File: src/rtl/srx_pkg.sv
package srx_pkg;

    typedef enum logic {SH_IDLE, SH_SHIFT} srx_state_e;

    // Map the length code to a bit count.
    function automatic logic [5:0] len_bits(input logic [2:0] code);
        unique case (code)
            3'd0:    len_bits = 6'd8;
            3'd1:    len_bits = 6'd12;
            3'd2:    len_bits = 6'd16;
            3'd3:    len_bits = 6'd20;
            3'd4:    len_bits = 6'd24;
            default: len_bits = 6'd32;
        endcase
    endfunction

endpackage

File: src/rtl/srx_sync.sv
module srx_sync #(
    parameter int W = 1
) (
    input  logic         clk,
    input  logic         rst_n,
    input  logic [W-1:0] d,
    output logic [W-1:0] q
);
    logic [W-1:0] meta_q;

    always_ff @(posedge clk or negedge rst_n) begin
        if (!rst_n) begin
            meta_q <= '0;
            q      <= '0;
        end else begin
            meta_q <= d;
            q      <= meta_q;
        end
    end
endmodule

File: src/rtl/srx_clkgen.sv
module srx_clkgen #(
    parameter int DIV_W = 8
) (
    input  logic             clk,
    input  logic             rst_n,
    input  logic             use_int,
    input  logic             edge_rise,
    input  logic [DIV_W-1:0] div,
    input  logic             ext_clk,
    input  logic             din,
    input  logic             fsync,
    output logic             tick,
    output logic             din_s,
    output logic             fsync_s
);
    logic [2:0]       sync_q;
    logic [DIV_W-1:0] cnt_q;
    logic             int_clk_q;
    logic             prev_q;
    logic             sel_clk;

    srx_sync #(.W(3)) u_sync (
        .clk  (clk),
        .rst_n(rst_n),
        .d    ({ext_clk, din, fsync}),
        .q    (sync_q)
    );

    assign din_s   = sync_q[1];
    assign fsync_s = sync_q[0];

    always_ff @(posedge clk or negedge rst_n) begin
        if (!rst_n) begin
            cnt_q     <= '0;
            int_clk_q <= 1'b0;
        end else if (cnt_q >= div) begin
            cnt_q     <= '0;
            int_clk_q <= ~int_clk_q;
        end else begin
            cnt_q <= cnt_q + 1'b1;
        end
    end

    assign sel_clk = use_int ? int_clk_q : sync_q[2];

    always_ff @(posedge clk or negedge rst_n) begin
        if (!rst_n) prev_q <= 1'b0;
        else        prev_q <= sel_clk;
    end

    assign tick = edge_rise ? (sel_clk & ~prev_q) : (~sel_clk & prev_q);
endmodule

File: src/rtl/srx_shifter.sv
module srx_shifter
    import srx_pkg::*;
#(
    parameter int MAX_W = 32,
    localparam int CW   = $clog2(MAX_W) + 1
) (
    input  logic             clk,
    input  logic             rst_n,
    input  logic             tick,
    input  logic             din,
    input  logic             fsync,
    input  logic [2:0]       len_code,
    output logic             word_done,
    output logic [MAX_W-1:0] word
);
    srx_state_e       state_q, state_d;
    logic [CW-1:0]    cnt_q;
    logic [MAX_W-1:0] sreg_q;
    logic [CW-1:0]    last_idx;

    assign last_idx = CW'(len_bits(len_code) - 6'd1);

    // State register
    always_ff @(posedge clk or negedge rst_n) begin
        if (!rst_n) state_q <= SH_IDLE;
        else        state_q <= state_d;
    end

    always_comb begin
        state_d = state_q;
        unique case (state_q)
            SH_IDLE:  if (tick && fsync)               state_d = SH_SHIFT; // start
            SH_SHIFT: if (tick && cnt_q == last_idx)   state_d = SH_IDLE;  // finish
            default:                                   state_d = SH_IDLE;
        endcase
    end

    // Outputs and datapath
    always_ff @(posedge clk or negedge rst_n) begin
        if (!rst_n) begin
            cnt_q     <= '0;
            sreg_q    <= '0;
            word_done <= 1'b0;
            word      <= '0;
        end else begin
            word_done <= 1'b0;
            unique case (state_q)
                SH_IDLE: begin
                    if (tick && fsync) begin
                        sreg_q <= {{(MAX_W-1){1'b0}}, din};
                        cnt_q  <= CW'(1);
                    end
                end
                SH_SHIFT: begin
                    if (tick) begin
                        sreg_q <= {sreg_q[MAX_W-2:0], din};
                        cnt_q  <= cnt_q + 1'b1;
                        if (cnt_q == last_idx) begin
                            word_done <= 1'b1;
                            word      <= {sreg_q[MAX_W-2:0], din};
                        end
                    end
                end
                default: ;
            endcase
        end
    end
endmodule

File: src/rtl/serial_rx_path.sv
module serial_rx_path #(
    parameter int DIV_W = 8,
    parameter int MAX_W = 32
) (
    input  logic             clk,
    input  logic             rst_n,
    input  logic             cfg_clk_int,
    input  logic             cfg_edge_rise,
    input  logic [DIV_W-1:0] cfg_div,
    input  logic [2:0]       cfg_len,
    input  logic             ext_clk,
    input  logic             ser_din,
    input  logic             fsync,
    input  logic             rd_en,
    output logic [MAX_W-1:0] rd_data,
    output logic             rd_ready,
    output logic             overrun
);
    logic             bit_tick, din_s, fsync_s;
    logic             word_done;
    logic [MAX_W-1:0] word;
    logic [MAX_W-1:0] rbr_q;
    logic             rbr_full;
    logic             move, accept, lost;

    srx_clkgen #(.DIV_W(DIV_W)) u_clk (
        .clk      (clk),
        .rst_n    (rst_n),
        .use_int  (cfg_clk_int),
        .edge_rise(cfg_edge_rise),
        .div      (cfg_div),
        .ext_clk  (ext_clk),
        .din      (ser_din),
        .fsync    (fsync),
        .tick     (bit_tick),
        .din_s    (din_s),
        .fsync_s  (fsync_s)
    );

    srx_shifter #(.MAX_W(MAX_W)) u_shift (
        .clk      (clk),
        .rst_n    (rst_n),
        .tick     (bit_tick),
        .din      (din_s),
        .fsync    (fsync_s),
        .len_code (cfg_len),
        .word_done(word_done),
        .word     (word)
    );

    assign move   = rbr_full && !rd_ready;
    assign accept = word_done && (!rbr_full || move);
    assign lost   = word_done && rbr_full && !move;

    always_ff @(posedge clk or negedge rst_n) begin
        if (!rst_n) begin
            rbr_q    <= '0;
            rbr_full <= 1'b0;
            rd_data  <= '0;
            rd_ready <= 1'b0;
            overrun  <= 1'b0;
        end else begin
            if (accept) begin
                rbr_q    <= word;
                rbr_full <= 1'b1;
            end else if (move) begin
                rbr_full <= 1'b0;
            end
            if (move) begin
                rd_data  <= rbr_q;
                rd_ready <= 1'b1;
            end else if (rd_en) begin
                rd_ready <= 1'b0;
            end
            if (lost)       overrun <= 1'b1;
            else if (rd_en) overrun <= 1'b0;
        end
    end
endmodule

File: config.mk
export PLATFORM = sky130hd
export DESIGN_NAME = serial_rx_path
export DESIGN_NICKNAME = d
export VERILOG_FILES = /design/src/rtl/srx_pkg.sv /design/src/rtl/srx_sync.sv /design/src/rtl/srx_clkgen.sv /design/src/rtl/srx_shifter.sv /design/src/rtl/serial_rx_path.sv
export SDC_FILE = /design/constraint.sdc
export NUM_CORES = 1
export LEC_CHECK = 0
export BUFFER_PORTS_ARGS = -buffer_cell sky130_fd_sc_hd__buf_2
export CORE_MARGIN = 5
export CORE_UTILIZATION = 24
export DETAILED_ROUTE_END_ITERATION = 12
export GPL_TIMING_DRIVEN = 0
export MAX_ROUTING_LAYER = met4
export SLEW_MARGIN = 20
export SYNTH_ARGS = -nofsm -noshare
export SYNTH_HDL_FRONTEND = slang
export SYNTH_HIERARCHICAL = 1
export SYNTH_SLANG_ARGS = --single-unit
export TNS_END_PERCENT = 10
File: constraint.sdc
create_clock -name clk -period 3 [get_ports clk]
set_input_delay 0.45 -clock clk [delete_from_list [all_inputs] [get_ports clk]]
set_output_delay 0.45 -clock clk [all_outputs]
set_load 0.02 [all_outputs]
==> metrics.log <==
INFO  metric post-route-drc-count = 0
INFO  metric viasPerCell = 4.04
INFO  metric die_area = 0.0295 sq mm
INFO  metric fin_worst_skew = 0.00901 ns
INFO  metric hold_path.class = input port to flip-flop
INFO  metric timing.hold.worst.start = ext_clk
INFO  metric cts_buffers = 17
INFO  metric clock_slew_seen_by_the_registers_of_the_worst_setup_and_hold_paths = 0.06 ns
INFO  metric measured_slew_at_the_worst_slew_check_pin = 0.719 ns
INFO  metric postSynthCellCount = 395
INFO  metric final_core_utilization = 29.4%
INFO  metric mappedNetlistArea = 0.00628 sq mm
INFO  metric synthDominantAreaCellType = dfrtp_1
INFO  metric fin_nets = 498
INFO  metric depth_of_the_worst_hold_timing_path = 1
INFO  metric synth_cell_type_count = 35
INFO  metric regToRegSetupSlack = 0.28 ns
INFO  metric critPathLaunchType = flip-flop
INFO  metric outcome = complete, no violations
INFO  metric ys_seq_area_share = 61.3%
INFO  metric cp_cell_sequence = mux2_2 > nor2_1 > nand2_1 > o21ai_1 > nor2b_1 > nand3_1 > a2111oi_4 > buf_6 > mux2_4
INFO  metric post_cts_buffers = 0
INFO  metric grt_first_pass_wirelength = 18,900 um
INFO  metric finalWirelength = 11,200 um
INFO  metric clockBufferDepth = 2
INFO  metric globalRouteTotalUtil = 8.53%
INFO  metric cts_htree_levels = 4
INFO  metric synth_top_cells_by_area = dfrtp_1, mux2_4, mux2_2
INFO  metric clock.fmax = 367 MHz
INFO  metric synthFlopType = dfrtp_1
INFO  metric drt-pass1-iter-count = 4
INFO  metric hold_ws = 0.130 ns
INFO  metric cpPeakStageDelay = 0.58 ns
INFO  metric critical_path.max_fanout = 10
INFO  metric register_area = 0.00385 sq mm
INFO  metric yosysTopAreaCellShare = 61.3%
INFO  metric area_of_combinational_cells_with_multiple_inputs = 0.00222 sq mm
INFO  metric cap_viol_max_count = 0
INFO  metric finalMaxSlewViolations = 0
INFO  metric port_buffers = 52
INFO  metric design_power_total = 5.21 mW
INFO  metric die-height = 172 um
INFO  metric cts_tree = done
INFO  metric worst_setup_path_startpoint = u_clk/int_clk_q
INFO  metric overflow = 0
INFO  metric worst_ir_drop_vdd = 0.000299 V
INFO  metric grt_pass1_vias = 3,399
INFO  metric ant_nets = 0
INFO  metric post-route-min-period = 2.72 ns
INFO  metric placement_rows = 59
INFO  metric worst_r2r_endpoint = u_shift/word[23]
INFO  metric rsz0062_at_grt = false
INFO  metric p_per_area = 683 mW/mm^2
INFO  metric cts_sinks = 154
INFO  metric worst_path_max_delay_cell = a2111oi_4
INFO  metric total_leakage_power = 3.72 nW
INFO  metric die_width = 172 um
INFO  metric worst_r2r_startpoint = u_clk/int_clk_q
INFO  metric vias = 3,303
INFO  metric hold_end = u_clk/u_sync/meta_q[2]
INFO  metric critPathArrivalTime = 3.03 ns
INFO  metric async_flop_share = 100%
INFO  metric synth-edff-count = 0
INFO  metric avgRoutedWirePerCell = 13.7 um
INFO  metric drt_first_iter_violations = 193
INFO  metric yosysWarnings = 6
INFO  metric drive_above_1_share = 42.3%
INFO  metric cts_root_buf = clkbuf_16
INFO  metric postSynthAreaPerCell = 15.9 sq um
INFO  metric synthesis.nets = 424
INFO  metric criticalPathCategory = flip-flop to flip-flop
INFO  metric grt_max_degree = 91
INFO  metric setup.worst_path.end_class = flip-flop
INFO  metric cp_data_required_time = 3.30 ns
INFO  metric post-dp-hpwl = 7540 um
INFO  metric hold_vio_cnt_final = 0
INFO  metric final_min_period_over_clock_period = 90.7%
INFO  metric effective_utilization_at_floorplan = 24.3%
INFO  metric setup_viol = 0
INFO  metric antenna_found_initial = 1
INFO  metric maxSlewHeadroom = 51.8%
INFO  metric areaGrowthSynthToFinish = 21.4%
INFO  metric timing.reg2reg.worst_path_depth = 9
INFO  metric design.core.area = 0.0259 sq mm
INFO  metric place_congestion = 0.667
INFO  metric yosys_register_bits = 154
INFO  metric floorplan.io_pins = 53
INFO  metric clock_insertion_delay_worst_skew = 0.42 ns
INFO  metric num-fill-cells = 2,610
-- layout by cell type, fill, tap and decap left out, drive strengths merged, types with 6 or more instances in the layout --
cell	instances
ha	10
a21oi	6
a22o	34
nand3	11
mux2	99
nor2	11
inv	12
o21ai	7
clkinvlp	8
dfrtp	154
clkbuf	25
buf	64
-- registers in the layout, indices dropped and copies added, names as in the netlist, 3 cells and up --
signal	flops
rd_data	32
u_clk/u_sync/q	3
u_shift/word	32
u_clk/cnt_q	8
u_shift/sreg_q	31
u_clk/u_sync/meta_q	3
u_shift/cnt_q	6
rbr_q	32
-- repair_timing --
action                                 in CTS  in global routing
pin swaps                                   0                  1
endpoints found under the hold margin      11                  0
setup endpoints to repair                  28                 28
hold buffers                                1                  0
gates resized for setup                     1                  0
-- cells by family (layout without fill, tap and decap cells) --
| logic type | Yosys count | after routing | share of synthesized area [%] |
|---|---|---|---|
| flops | 154 | 154 | 61.3 |
| mux | 100 | 100 | 21.4 |
| compound gates | 53 | 53 | 7.31 |
| simple gates | 40 | 40 | 3.34 |
| buf+inv | 28 | 115 | 3.29 |
| fa+ha+maj | 10 | 10 | 1.99 |
| xor+xnor | 10 | 10 | 1.39 |
| other cells | 0 | 1 | 0 |
-- critical path: cells and delay by family, from the launching register on --
kind	cells	cell delay (ns)
buffers and inverters	1	0.27
multiplexers	2	0.61
AND/OR/NAND/NOR	4	0.50
flip-flops	1	0.38
AO/OA/AOI/OAI	2	0.84
-- Yosys cell counts, types with 2 or more instances --
library cell  count
nor2b_1           3
dfrtp_1         154
clkbuf_1          7
nand2_1           4
xor2_1            5
inv_1            11
a21oi_1           5
xnor2_1           5
ha_1             10
a22o_1           34
nand3_1          11
buf_12            3
a21o_1            2
mux2_2           41
buf_6             7
nor2_1           11
o21ai_0           5
and3_1            3
mux2_4           58
-- per-stage QoR --
| stage | area [sq um] | std cells | TNS, ns | setup slack, ns |
|---|---|---|---|---|
| floorplan | 6280 | 395 | 0 | 0.426 |
| global placement | 6960 | 782 | -137.73 | -0.857 |
| detailed placement | 7030 | 784 | -8.98 | -0.309 |
| CTS | 7630 | 817 | 0 | 0.0601 |
| global route | 7630 | 818 | 0 | 0.0338 |
| finish | 7630 | 818 | 0 | 0.279 |
-- power breakdown --
group | internal, mW | leakage [nW] | total, mW | switching, mW
Sequential | 2.27 | 2.09 | 2.45 | 0.185
Combinational | 0.297 | 1.37 | 0.640 | 0.343
Clock | 1.24 | 0.263 | 2.12 | 0.871
Total | 3.81 | 3.72 | 5.21 | 1.40
-- worst max path at each step --
stage                                   to  cells after the start
after floorplan            u_shift/word[0]                      9
after global placement         rd_data[25]                      1
after detailed placement   u_shift/word[1]                      9
after CTS                 u_shift/word[30]                      9
after global routing      u_shift/word[30]                      9
final                     u_shift/word[23]                      9
-- layer usage --
metal  GRT usage [%]  share of wire [%]  routed length [um]  vias up
li1                -                  -                   -     1572
met1            11.6                 50                5570     1665
met2            11.4                 43                4820       53
met3            3.40                5.4                 605       13
met4            3.08                1.6                 175        0
met5               -                  0                   0        -
-- final cells by class --
class | count | share of cell area [%]
sequential | 154 | 50.5
antenna | 1 | 0.0328
multi-input combinational | 213 | 29.2
buffer | 17 | 2.16
timing repair buffer | 55 | 4.40
clock inverter | 14 | 1.94
inverter | 11 | 0.541
tap | 335 | 5.49
clock buffer | 18 | 5.76
No activity file was read; power rests on OpenSTA's default activity.
